## src/rtl/elem_loop_pkg.sv

```systemverilog
package elem_loop_pkg;
  localparam int unsigned OPS    = 3;
  localparam int unsigned OP_RD  = 0;
  localparam int unsigned OP_RA  = 1;
  localparam int unsigned OP_RB  = 2;
  typedef logic [2:0] cr_fld_t;
  localparam cr_fld_t CR_SCALAR = 3'd0;
  localparam cr_fld_t CR_VECTOR = 3'd6;
endpackage

```

## src/rtl/elem_ctrl.sv

```systemverilog
module elem_ctrl #(
  parameter int unsigned VL_W = 3
) (
  input  logic            clk_i,
  input  logic            rst_ni,
  input  logic            in_valid_i,
  input  logic            vec_mode_i,
  input  logic [VL_W-1:0] vl_i,
  input  logic            uop_ready_i,
  output logic            in_ready_o,
  output logic            busy_o,
  output logic            accept_o,
  output logic            fire_o,
  output logic [VL_W-1:0] elem_o,
  output logic            last_o
);
  logic            busy_q;
  logic [VL_W-1:0] elem_q, last_idx_q;

  assign in_ready_o = !busy_q;
  assign busy_o     = busy_q;
  assign accept_o   = in_valid_i && !busy_q;
  assign fire_o     = busy_q && uop_ready_i;
  assign elem_o     = elem_q;
  assign last_o     = (elem_q == last_idx_q);

  always_ff @(posedge clk_i or negedge rst_ni) begin
    if (!rst_ni) begin
      busy_q     <= 1'b0;
      elem_q     <= '0;
      last_idx_q <= '0;
    end else if (accept_o) begin
      busy_q     <= 1'b1;
      elem_q     <= '0;
      last_idx_q <= vec_mode_i ? vl_i : '0;
    end else if (fire_o) begin
      if (last_o) begin
        busy_q <= 1'b0;
        elem_q <= '0;
      end else begin
        elem_q <= elem_q + 1'b1;
      end
    end
  end

  AST_ELEM_STEP: assert property (@(posedge clk_i) disable iff (!rst_ni)
    fire_o && !last_o |=> busy_o && elem_o == $past(elem_o) + 1'b1);
  AST_BUSY_END: assert property (@(posedge clk_i) disable iff (!rst_ni)
    fire_o && last_o |=> !busy_o && in_ready_o);
  AST_BUSY_START: assert property (@(posedge clk_i) disable iff (!rst_ni)
    accept_o |=> busy_o && elem_o == '0);
endmodule

```

## src/rtl/elem_regstep.sv

```systemverilog
module elem_regstep
  import elem_loop_pkg::*;
#(
  parameter int unsigned REG_W = 5,
  parameter int unsigned VL_W  = 3
) (
  input  logic                      clk_i,
  input  logic                      rst_ni,
  input  logic                      load_i,
  input  logic [OPS-1:0][REG_W-1:0] regs_i,
  input  logic [OPS-1:0]            mask_i,
  input  logic [VL_W-1:0]           elem_i,
  input  logic                      fire_i,
  input  logic                      last_i,
  output logic [OPS-1:0][REG_W-1:0] regs_o
);
  logic [OPS-1:0][REG_W-1:0] base_q;
  logic [OPS-1:0]            mask_q;

  always_ff @(posedge clk_i or negedge rst_ni) begin
    if (!rst_ni) begin
      base_q <= '0;
      mask_q <= '0;
    end else if (load_i) begin
      base_q <= regs_i;
      mask_q <= mask_i;
    end
  end

  for (genvar g = 0; g < OPS; g++) begin : g_op
    assign regs_o[g] = base_q[g] + (mask_q[g] ? REG_W'(elem_i) : '0);

    AST_REG_STEP: assert property (@(posedge clk_i) disable iff (!rst_ni)
      fire_i && !last_i && mask_q[g] |=> regs_o[g] == $past(regs_o[g]) + 1'b1);
    AST_REG_FIXED: assert property (@(posedge clk_i) disable iff (!rst_ni)
      fire_i && !last_i && !mask_q[g] |=> $stable(regs_o[g]));
  end
endmodule

```

## src/rtl/carry_file.sv

```systemverilog
module carry_file #(
  parameter int unsigned N    = 8,
  parameter int unsigned VL_W = 3
) (
  input  logic            clk_i,
  input  logic            rst_ni,
  input  logic            busy_i,
  input  logic            fire_i,
  input  logic            use_i,
  input  logic [VL_W-1:0] elem_i,
  input  logic            cout_i,
  input  logic            spr_wr_i,
  input  logic [N-1:0]    spr_wdata_i,
  output logic            cin_o,
  output logic [N-1:0]    spr_rdata_o
);
  logic [N-1:0] carry_q, pend_data_q;
  logic         pend_q;

  assign cin_o       = use_i && carry_q[elem_i];
  assign spr_rdata_o = carry_q;

  always_ff @(posedge clk_i or negedge rst_ni) begin
    if (!rst_ni) begin
      carry_q     <= '0;
      pend_q      <= 1'b0;
      pend_data_q <= '0;
    end else if (busy_i) begin
      if (fire_i && use_i) carry_q[elem_i] <= cout_i;
      if (spr_wr_i) begin
        pend_q      <= 1'b1;
        pend_data_q <= spr_wdata_i;
      end
    end else begin
      // deferred write lands first, a fresh idle write overrides it
      if (pend_q) carry_q <= pend_data_q;
      pend_q <= 1'b0;
      if (spr_wr_i) carry_q <= spr_wdata_i;
    end
  end

  AST_CARRY_HELD: assert property (@(posedge clk_i) disable iff (!rst_ni)
    busy_i && !(fire_i && use_i) |=> $stable(carry_q));
  AST_CARRY_ONEBIT: assert property (@(posedge clk_i) disable iff (!rst_ni)
    busy_i && fire_i && use_i |=> $countones(carry_q ^ $past(carry_q)) <= 1);
  AST_IDLE_WRITE: assert property (@(posedge clk_i) disable iff (!rst_ni)
    !busy_i && spr_wr_i |=> carry_q == $past(spr_wdata_i));
endmodule

```

## src/rtl/elem_loop_seq.sv

```systemverilog
module elem_loop_seq
  import elem_loop_pkg::*;
#(
  parameter int unsigned OPC_W     = 8,
  parameter int unsigned REG_W     = 5,
  parameter int unsigned MAX_ELEMS = 8,
  localparam int unsigned VL_W     = $clog2(MAX_ELEMS)
) (
  input  logic             clk_i,
  input  logic             rst_ni,
  input  logic             in_valid_i,
  output logic             in_ready_o,
  input  logic [OPC_W-1:0] in_opcode_i,
  input  logic [REG_W-1:0] in_rd_i,
  input  logic [REG_W-1:0] in_ra_i,
  input  logic [REG_W-1:0] in_rb_i,
  input  logic [2:0]       in_vec_mask_i,
  input  logic             in_uses_carry_i,
  input  logic             in_sets_cr_i,
  input  logic             vec_mode_i,
  input  logic [VL_W-1:0]  vl_i,
  output logic             uop_valid_o,
  input  logic             uop_ready_i,
  output logic [OPC_W-1:0] uop_opcode_o,
  output logic [REG_W-1:0] uop_rd_o,
  output logic [REG_W-1:0] uop_ra_o,
  output logic [REG_W-1:0] uop_rb_o,
  output logic [VL_W-1:0]  uop_elem_o,
  output logic             uop_last_o,
  output logic             uop_uses_carry_o,
  output logic             uop_carry_in_o,
  input  logic             uop_carry_out_i,
  output logic             uop_sets_cr_o,
  output logic [2:0]       uop_cr_field_o,
  output logic             busy_o,
  input  logic             spr_wr_i,
  input  logic [MAX_ELEMS-1:0] spr_wdata_i,
  output logic [MAX_ELEMS-1:0] spr_rdata_o
);
  logic                      accept, fire, busy, last;
  logic [VL_W-1:0]           elem;
  logic [OPC_W-1:0]          opc_q;
  logic                      uses_q, sets_cr_q, vmode_q;
  logic [OPS-1:0][REG_W-1:0] regs_in, regs_out;

  elem_ctrl #(.VL_W(VL_W)) u_ctrl (
    .clk_i, .rst_ni, .in_valid_i, .vec_mode_i, .vl_i, .uop_ready_i,
    .in_ready_o, .busy_o(busy), .accept_o(accept), .fire_o(fire),
    .elem_o(elem), .last_o(last)
  );

  assign regs_in[OP_RD] = in_rd_i;
  assign regs_in[OP_RA] = in_ra_i;
  assign regs_in[OP_RB] = in_rb_i;

  elem_regstep #(.REG_W(REG_W), .VL_W(VL_W)) u_regstep (
    .clk_i, .rst_ni, .load_i(accept), .regs_i(regs_in),
    .mask_i(vec_mode_i ? in_vec_mask_i : 3'b000),
    .elem_i(elem), .fire_i(fire), .last_i(last), .regs_o(regs_out)
  );

  carry_file #(.N(MAX_ELEMS), .VL_W(VL_W)) u_carry (
    .clk_i, .rst_ni, .busy_i(busy), .fire_i(fire), .use_i(uses_q),
    .elem_i(elem), .cout_i(uop_carry_out_i), .spr_wr_i, .spr_wdata_i,
    .cin_o(uop_carry_in_o), .spr_rdata_o
  );

  always_ff @(posedge clk_i or negedge rst_ni) begin
    if (!rst_ni) begin
      opc_q     <= '0;
      uses_q    <= 1'b0;
      sets_cr_q <= 1'b0;
      vmode_q   <= 1'b0;
    end else if (accept) begin
      opc_q     <= in_opcode_i;
      uses_q    <= in_uses_carry_i;
      sets_cr_q <= in_sets_cr_i;
      vmode_q   <= vec_mode_i;
    end
  end

  assign busy_o           = busy;
  assign uop_valid_o      = busy;
  assign uop_opcode_o     = opc_q;
  assign uop_rd_o         = regs_out[OP_RD];
  assign uop_ra_o         = regs_out[OP_RA];
  assign uop_rb_o         = regs_out[OP_RB];
  assign uop_elem_o       = elem;
  assign uop_last_o       = last;
  assign uop_uses_carry_o = uses_q;
  assign uop_sets_cr_o    = sets_cr_q;
  assign uop_cr_field_o   = vmode_q ? CR_VECTOR : CR_SCALAR;

  AST_HOLD_STABLE: assert property (@(posedge clk_i) disable iff (!rst_ni)
    uop_valid_o && !uop_ready_i |=> uop_valid_o && $stable(uop_elem_o) &&
      $stable(uop_rd_o) && $stable(uop_ra_o) && $stable(uop_rb_o) &&
      $stable(uop_carry_in_o));
  AST_SCALAR_ONE: assert property (@(posedge clk_i) disable iff (!rst_ni)
    uop_valid_o && !vmode_q |-> uop_last_o && uop_elem_o == '0);
  AST_CR_VEC: assert property (@(posedge clk_i) disable iff (!rst_ni)
    uop_valid_o && uop_elem_o != '0 |-> uop_cr_field_o == CR_VECTOR);
  AST_NO_ACCEPT_BUSY: assert property (@(posedge clk_i) disable iff (!rst_ni)
    uop_valid_o && !(uop_ready_i && uop_last_o) |=> uop_valid_o);
endmodule

```

## config.mk

```make
export PLATFORM = sky130hd
export DESIGN_NAME = elem_loop_seq
export DESIGN_NICKNAME = d
export VERILOG_FILES = /design/src/rtl/elem_loop_pkg.sv /design/src/rtl/elem_ctrl.sv /design/src/rtl/elem_regstep.sv /design/src/rtl/carry_file.sv /design/src/rtl/elem_loop_seq.sv
export SDC_FILE = /design/constraint.sdc
export NUM_CORES = 1
export LEC_CHECK = 0
export BUFFER_PORTS_ARGS = -buffer_cell sky130_fd_sc_hd__buf_2
export CORE_MARGIN = 2
export CORE_UTILIZATION = 30
export CTS_CLUSTER_DIAMETER = 60
export DETAILED_ROUTE_END_ITERATION = 8
export GPL_TIMING_DRIVEN = 0
export PLACE_DENSITY = 0.51
export SETUP_SLACK_MARGIN = 0.15
export SLEW_MARGIN = 10
export SYNTH_ARGS = -nofsm -noshare
export SYNTH_HDL_FRONTEND = slang
export SYNTH_SLANG_ARGS = --single-unit
```

## constraint.sdc

```tcl
create_clock -name clk_i -period 3.8 [get_ports clk_i]
set_clock_uncertainty 0.05 [all_clocks]
set_input_delay 0 -clock clk_i [delete_from_list [all_inputs] [get_ports clk_i]]
set_output_delay 0 -clock clk_i [all_outputs]
set_load 0.05 [all_outputs]
```

==> results of run 1 <==
==> metrics by stage <==
stage | hold slack (ns) | area, µm² | instances
6_report | 0.0791 | 4210 | 542
5_1_grt | 0.0795 | 4210 | 542
4_1_cts | 0.0689 | 4210 | 542
3_5_place_dp | 0.0597 | 3630 | 484
3_3_place_gp | 0.161 | 3630 | 484
2_1_floorplan | -0.346 | 3020 | 264
==> worst reg2reg max path, stage by stage, from the launching register on <==
cell and delay (ns):
dfrtp_1 0.43, buf_6 0.15, xor2_1 0.17, nor3_2 0.30, a31oi_1 0.12, dlygate4sd3_1 0.56
==> placed cells by master, fill, tap and decap left out, drive strengths merged, types with 6 or more instances in the layout <==
cell and count:
dlygate4sd3 50, ha 10, and2 6, mux2 34, o21ai 9, nand2 20
a22o 11, buf 104, clkbuf 9, dfrtp 53, a21oi 7, mux2i 10
inv 16, xnor2 9, o22ai 6
==> final timing paths <==
kind / start / to / slack [ns] / cells after the start
worst max-delay path: u_ctrl.elem_o[0]$_DFFE_PN0P_ / uop_ra_o[4] / 0.96 / 9
worst min-delay path: uop_carry_out_i / u_carry.spr_rdata_o[0]$_DFFE_PN0P_ / 0.08 / 4
worst max register to register: u_ctrl.elem_o[1]$_DFFE_PN0P_ / u_ctrl.busy_o$_DFFE_PN0P_ / 1.93 / 5
worst min register to register: u_carry.pend_data_q[0]$_DFFE_PN0P_ / u_carry.pend_data_q[0]$_DFFE_PN0P_ / 0.45 / 1
max in group asynchronous: rst_ni / u_carry.spr_rdata_o[6]$_DFFE_PN0P_ / 2.99 / 2
min in group asynchronous: rst_ni / uop_opcode_o[1]$_DFFE_PN0N_ / 0.25 / 2
==> power by group through the flow <==
| stage | sequential (mW) | combinational (mW) | clock [mW] |
|---|---|---|---|
| 5_1_grt | 1.05 | 2.48 | 0.365 |
| 4_1_cts | 1.02 | 2.34 | 0.339 |
| 6_report | 1.01 | 2.32 | 0.320 |
| 3_3_place_gp | 1.02 | 2.27 | 0 |
| 2_1_floorplan | 1.37 | 1.43 | 0 |
| 3_5_place_dp | 1.03 | 2.28 | 0 |
==> cells by family (layout without fill, tap and decap cells) <==
| logic type | Yosys count | in the layout |
|---|---|---|
| muxes | 44 | 44 |
| xor gates and xnor gates | 12 | 12 |
| DFF | 53 | 53 |
| AOI/OAI and AO/OA | 54 | 54 |
| buffers and inverters | 36 | 181 |
| and+or+nand+nor | 51 | 51 |
| adders and majority gates | 13 | 13 |
| other | 1 | 1 |
==> sequential cells by signal, summed over array words and instances (netlist names) <==
| name | cells |
|---|---|
| uop_sets_cr_o | 1 |
| u_carry.pend_q | 1 |
| u_ctrl.elem_o | 3 |
| u_regstep.base_q | 15 |
| u_ctrl.busy_o | 1 |
| uop_uses_carry_o | 1 |
| u_ctrl.last_idx_q | 3 |
| u_carry.spr_rdata_o | 8 |
| u_regstep.mask_q | 3 |
| u_carry.pend_data_q | 8 |
| uop_opcode_o | 8 |
| vmode_q | 1 |
==> cell type report <==
| cell class | instances | area (µm²) | area share [%] |
|---|---|---|---|
| sequential | 53 | 1330 | 31.5 |
| inverter | 16 | 60.1 | 1.43 |
| buffer | 20 | 153 | 3.62 |
| tap | 133 | 166 | 3.95 |
| clock inverter | 2 | 10.0 | 0.238 |
| clock buffer | 6 | 72.6 | 1.72 |
| multi-input combinational | 175 | 1490 | 35.3 |
| timing repair buffer | 137 | 938 | 22.3 |
==> per-layer routing <==
layer  up-vias  wire, µm
met5         -         0
met4         0        91
met3         5       244
met2        49      3810
met1      1208      3580
li1       1212         -
==> metrics, run 1 <==
Int Power 1.68 mW; switching pwr 1.98 mW; post-synthesis mux area share 16.0%; sw frac 54.1%; Post-Syn Area per Cell 11.5 µm²; GR Util met1 19.1%; cell count after synthesis 264; Fill cells 969; synth warn 0; status completed; Post-CTS Setup Repair Bufs 0; Max-Slew Margin vs Limit 53.4%; clock transition at the registers of the reported paths 0.10 ns; Max VDD drop 0.371 mV; Total GRT Usage 14.8%; GPL Wtd Cong 0.833; Critical Path RT 3.75 ns; #FFs+latches synth 53; total CTS buffers 5; DRT iter0 DRCs 85; top post-synthesis cells by area dfrtp_1, mux2_1, ha_1; initial antenna violation count 0; Post-Synthesis Cell Area 0.00302 mm²; clock tree buffer depth 2; first-pass GRT wire length 13100 µm; Overall Power 3.65 mW; Final nets 467; Util after Layout 43.1%; vias in the first global route 2587; layer with the highest usage met2; hpwl dp 5450 µm; crit share post-route 74.8%; PwrDens 867 mW/mm²; Flop pwr share 27.7%; Synth Area in Adders 6.12%; Die ar. 0.0109 mm²; post-route setup slack 0.956 ns; Post-Route Setup TNS 0 ns; Die X 104 µm; largest net degree at the start of global routing 54; critical path peak fanout 10; Final Setup Violations 0; Hold Fails Final Rpt 0; Worst-Margin Slew 0.699 ns; routing usage on met2 25.7%; Static Leak 2.01 nW; Rows 36; Clock power frac 8.8%; share of the synthesized area in the top cell type 43.9%; share of layout cells above drive strength 1 29.6%; RSZ-0062 raised after global routing false; Clock Latency Late Sink 0.31 ns; initial cell density of the core 30.9%; Max Clock Freq 352 MHz; IO Pins 90; Buf/Inv on CP 3; H-tree level count 2; Net Count, Synth 323; Post-synth EDFFs 0; Layout area overhead 39.3%; max-slew violations 0; asr flop ratio synth 100%; vias per cell 4.56; Setup CP Type register to output port; dominant cell type by area after synthesis dfrtp_1; CP Cell Sequence clkbuf_1 -> and2_1 -> ha_1 -> inv_1 -> fa_1 -> nor2b_1 -> o21ai_0 -> xnor2_1 -> buf_2; XOR/XNOR share of the synthesized area 3.48%; hold buffer count at cts 50; I/O Buffers 87; Synth Area in Simple Gates 10.4%; fin crit period 2.84 ns; clock tree sinks 53; CP max stage cell dfrtp_1; compound-cell area share of the yosys netlist 13.0%; critical path's top delay family buffers and inverters; largest family of logic cells by synthesized area multiplexers; sequential fraction of the synthesis area 43.9%; Max-Cap Viols 0; n_diodes 0; core box area 0.00977 mm²; worst min path class primary input to register; grt ovf 0; Logic pwr share 63.5%; first drt pass iteration count 4; Arr. time, crit path 2.79 ns; Vias 2474; Die Ht 104 µm; DR DRC count 0; count leader, synth dfrtp_1; ys flop type dfrtp_1; CTS tree yes; Worst Setup Start Kind register; commonest cells in the netlist dfrtp_1, mux2_1, nand2_1; met3 Use GR 2.07%; cts repair resizes 0; Detailed Route WL 7720 µm; CP endpoint kind output port; worst stage delay on the critical path 0.55 ns; pre-CTS setup slack 1.28 ns; Yosys cell types 47; CTS Root Cell clkbuf_8; wire per inst 14.2 µm; post-route ant nets 0
Power figures use the tool's default switching activity.
==> inputs of run 2 (changes only) <==
--- a/config.mk
+++ b/config.mk
@@ -11,7 +11,7 @@
 export CTS_CLUSTER_DIAMETER = 60
 export DETAILED_ROUTE_END_ITERATION = 8
 export GPL_TIMING_DRIVEN = 0
-export PLACE_DENSITY = 0.51
+export PLACE_DENSITY = 0.53
 export SETUP_SLACK_MARGIN = 0.15
 export SLEW_MARGIN = 10
 export SYNTH_ARGS = -nofsm -noshare
==> constraint.sdc (replaced) <==
create_clock -name clk_i -period 2.3 [get_ports clk_i]
set_clock_uncertainty 0.05 [all_clocks]
set_input_delay 0 -clock clk_i [delete_from_list [all_inputs] [get_ports clk_i]]
set_output_delay 0 -clock clk_i [all_outputs]
set_load 0.05 [all_outputs]
==> run 2 against run 1 <==
  * Utilization increased by 3.9 points
  * Worst hold slack improved by 0.0037 ns
  * Cell count increased by 1.8%
  * Global-route usage increased by 0.090 points
  * Critical endpoint is now uop_rd_o[4]
  * Sequential share of layout area decreased by 2.6 points
  * Largest power group unchanged
  * Combinational power increased by 89%
  * Flip-flop and latch count unchanged
==> metrics, run 2 (synthesis gave the netlist of run 1 again) <==
FF+latch area 0.00133 mm² (+0.28%); DP Cell Count 484 (unchanged); Detailed Route WL 7980 µm (+3.4%); worst stage delay on the critical path 0.41 ns (-0.14 ns); post-route ant nets 0 (unchanged); GPL Wtd Cong 0.832 (-0.11%); Layout area overhead 52.0%; Post-Route Setup TNS 0 ns (unchanged); initial cell density of the core 30.9% (unchanged); Fill cells 921 (-5.0%); Die ar. 0.0109 mm² (unchanged); status completed; vias in the first global route 2569 (-0.70%); Layout Cells excl Fill 552 (+1.8%); Hold Fails Final Rpt 0 (unchanged); internal reg-to-reg setup slack 0.30 ns (-1.63 ns); DR DRC count 0 (unchanged); hpwl dp 5420 µm (-0.56%); Max-Cap Viols 0 (unchanged); CP endpoint kind output port; share of layout cells above drive strength 1 40.8% (+11 points); Static Leak 2.17 nW (+7.7%); Total GRT Usage 14.9% (+0.090 points); most common cell after layout, fill and taps aside buf_2; Vias 2538 (+2.6%); IO Pins 90 (unchanged); fin crit period 2.13 ns; clock tree buffer depth 2 (unchanged); initial antenna violation count 0 (unchanged); Arr. time, crit path 2.08 ns (-0.71 ns); clock tree sinks 53 (unchanged); Final nets 477 (+2.1%); hold path cells 4 (unchanged); min-delay src uop_carry_out_i; hold_ws 0.0827 ns (+0.00367 ns); total CTS buffers 5 (unchanged); Biggest register u_regstep.base_q; grt ovf 0 (unchanged); clock transition at the registers of the reported paths 0.10 ns (about the same); Max Clock Freq 470 MHz; Max VDD drop 0.605 mV (+63%); Worst Reg-to-Reg Cells 6 (+1); Final Setup Violations 0 (unchanged); Max-Slew Margin vs Limit 54.0% (+0.54 points); first drt pass iteration count 4 (unchanged); first-pass GRT wire length 13000 µm (-0.74%); Worst R2R End u_ctrl.busy_o$_DFFE_PN0P_; crit share post-route 92.5%; wire per inst 14.5 µm (+1.5%); Die X 104 µm (unchanged); Setup CP Type register to output port; CTS Root Cell clkbuf_8; worst min path class primary input to register; CP Cell Sequence clkbuf_4 -> and2_1 -> ha_1 -> nor2b_2 -> o21ai_2 -> xnor2_2 -> buf_6; max-slew violations 0 (unchanged); Critical Path RT 2.25 ns (-1.50 ns); CP max stage cell dfrtp_2; PwrDens 1450 mW/mm² (+67%); largest net degree at the start of global routing 54 (unchanged); worst reg2reg path startpoint u_ctrl.elem_o[1]$_DFFE_PN0P_; n_diodes 0 (unchanged); Clock Latency Late Sink 0.31 ns (about the same); H-tree level count 2 (unchanged); Util after Layout 47.0% (+3.9 points); core box area 0.00977 mm² (unchanged); Worst Setup Start Kind register; RSZ-0062 raised after global routing true; Worst-Margin Slew 0.690 ns (-0.00808 ns); CTS tree yes; Largest register FFs 15 (unchanged); leading cell types in the layout, fill and taps excluded buf_2, dlygate4sd3_1, dfrtp_1; DRT iter0 DRCs 116 (+36%); Die Ht 104 µm (unchanged); footprint of the multi-input gates 0.00169 mm² (+14%); vias per cell 4.60 (+0.73%); Hold EP u_carry.spr_rdata_o[0]$_DFFE_PN0P_; I/O Buffers 87 (unchanged); critical path peak fanout 10 (unchanged); Rows 36 (unchanged)
-- run 2: how the worst max path moves through the flow --
stage	slack, ns	from	end	depth (start not counted)
after global placement	-0.03	u_ctrl.elem_o[2]$_DFFE_PN0P_	uop_rb_o[4]	7
after detailed placement	-0.02	u_ctrl.elem_o[2]$_DFFE_PN0P_	uop_rb_o[4]	7
after floorplan	-0.002	u_ctrl.elem_o[0]$_DFFE_PN0P_	uop_rd_o[4]	8
after global routing	0.07	u_ctrl.elem_o[0]$_DFFE_PN0P_	uop_rd_o[4]	9
after CTS	0.12	u_ctrl.elem_o[0]$_DFFE_PN0P_	uop_rb_o[4]	9
final	0.17	u_ctrl.elem_o[2]$_DFFE_PN0P_	uop_rd_o[4]	7
-- run 2: timing repair --
| item | CTS | global route |
|---|---|---|
| gates resized for setup | 35 | 15 |
| pin swaps | 5 | 15 |
| gates cloned | 0 | 1 |
| hold endpoints to repair | 95 | 0 |
| setup endpoints to repair | 12 | 8 |
| setup buffers | 5 | 4 |
| hold buffers | 50 | 0 |
-- run 2: where the power goes --
group / switching [mW] / internal, mW
Combinational: 2.77 / 1.62
Sequential: 0.361 / 1.36
Clock: 0.333 / 0.221
-- run 2: metrics by stage --
| stage | power (mW) | instance area, µm² | setup slack (ns) |
|---|---|---|---|
| finish | 6.66 | 4600 | 0.173 |
| global route | 7.07 | 4600 | 0.0674 |
| CTS | 6.53 | 4480 | 0.124 |
| detailed placement | 5.62 | 3730 | -0.0176 |
| global placement | 5.58 | 3730 | -0.0310 |
| floorplan | 4.78 | 3120 | -0.00196 |
-- run 2: area by class of cell --
cell class	instances	area share, %
buffer	20	3.97
sequential	53	28.9
clock buffer	5	1.50
tap	133	3.62
timing repair buffer	147	23.3
multi-input combinational	175	36.8
inverter	16	1.31
clock inverter	3	0.544
-- run 2: metal layers --
metal,up-vias,share of wire (%),track usage [%]
met5,-,0,0
met2,58,52,26.4
li1,1243,-,-
met4,0,1.4,4.54
met1,1229,44,18.4
met3,8,3.0,2.44
-- run 2: worst max-delay path, delay by kind of cell (launching register included) --
kind                       cells  cell delay (ns)
adders and majority gates      1             0.34
xor gates and xnor gates       1             0.14
and+or+nand+nor                2             0.34
DFF                            1             0.41
AOI/OAI and AO/OA              1             0.18
buffers and inverters          2             0.36
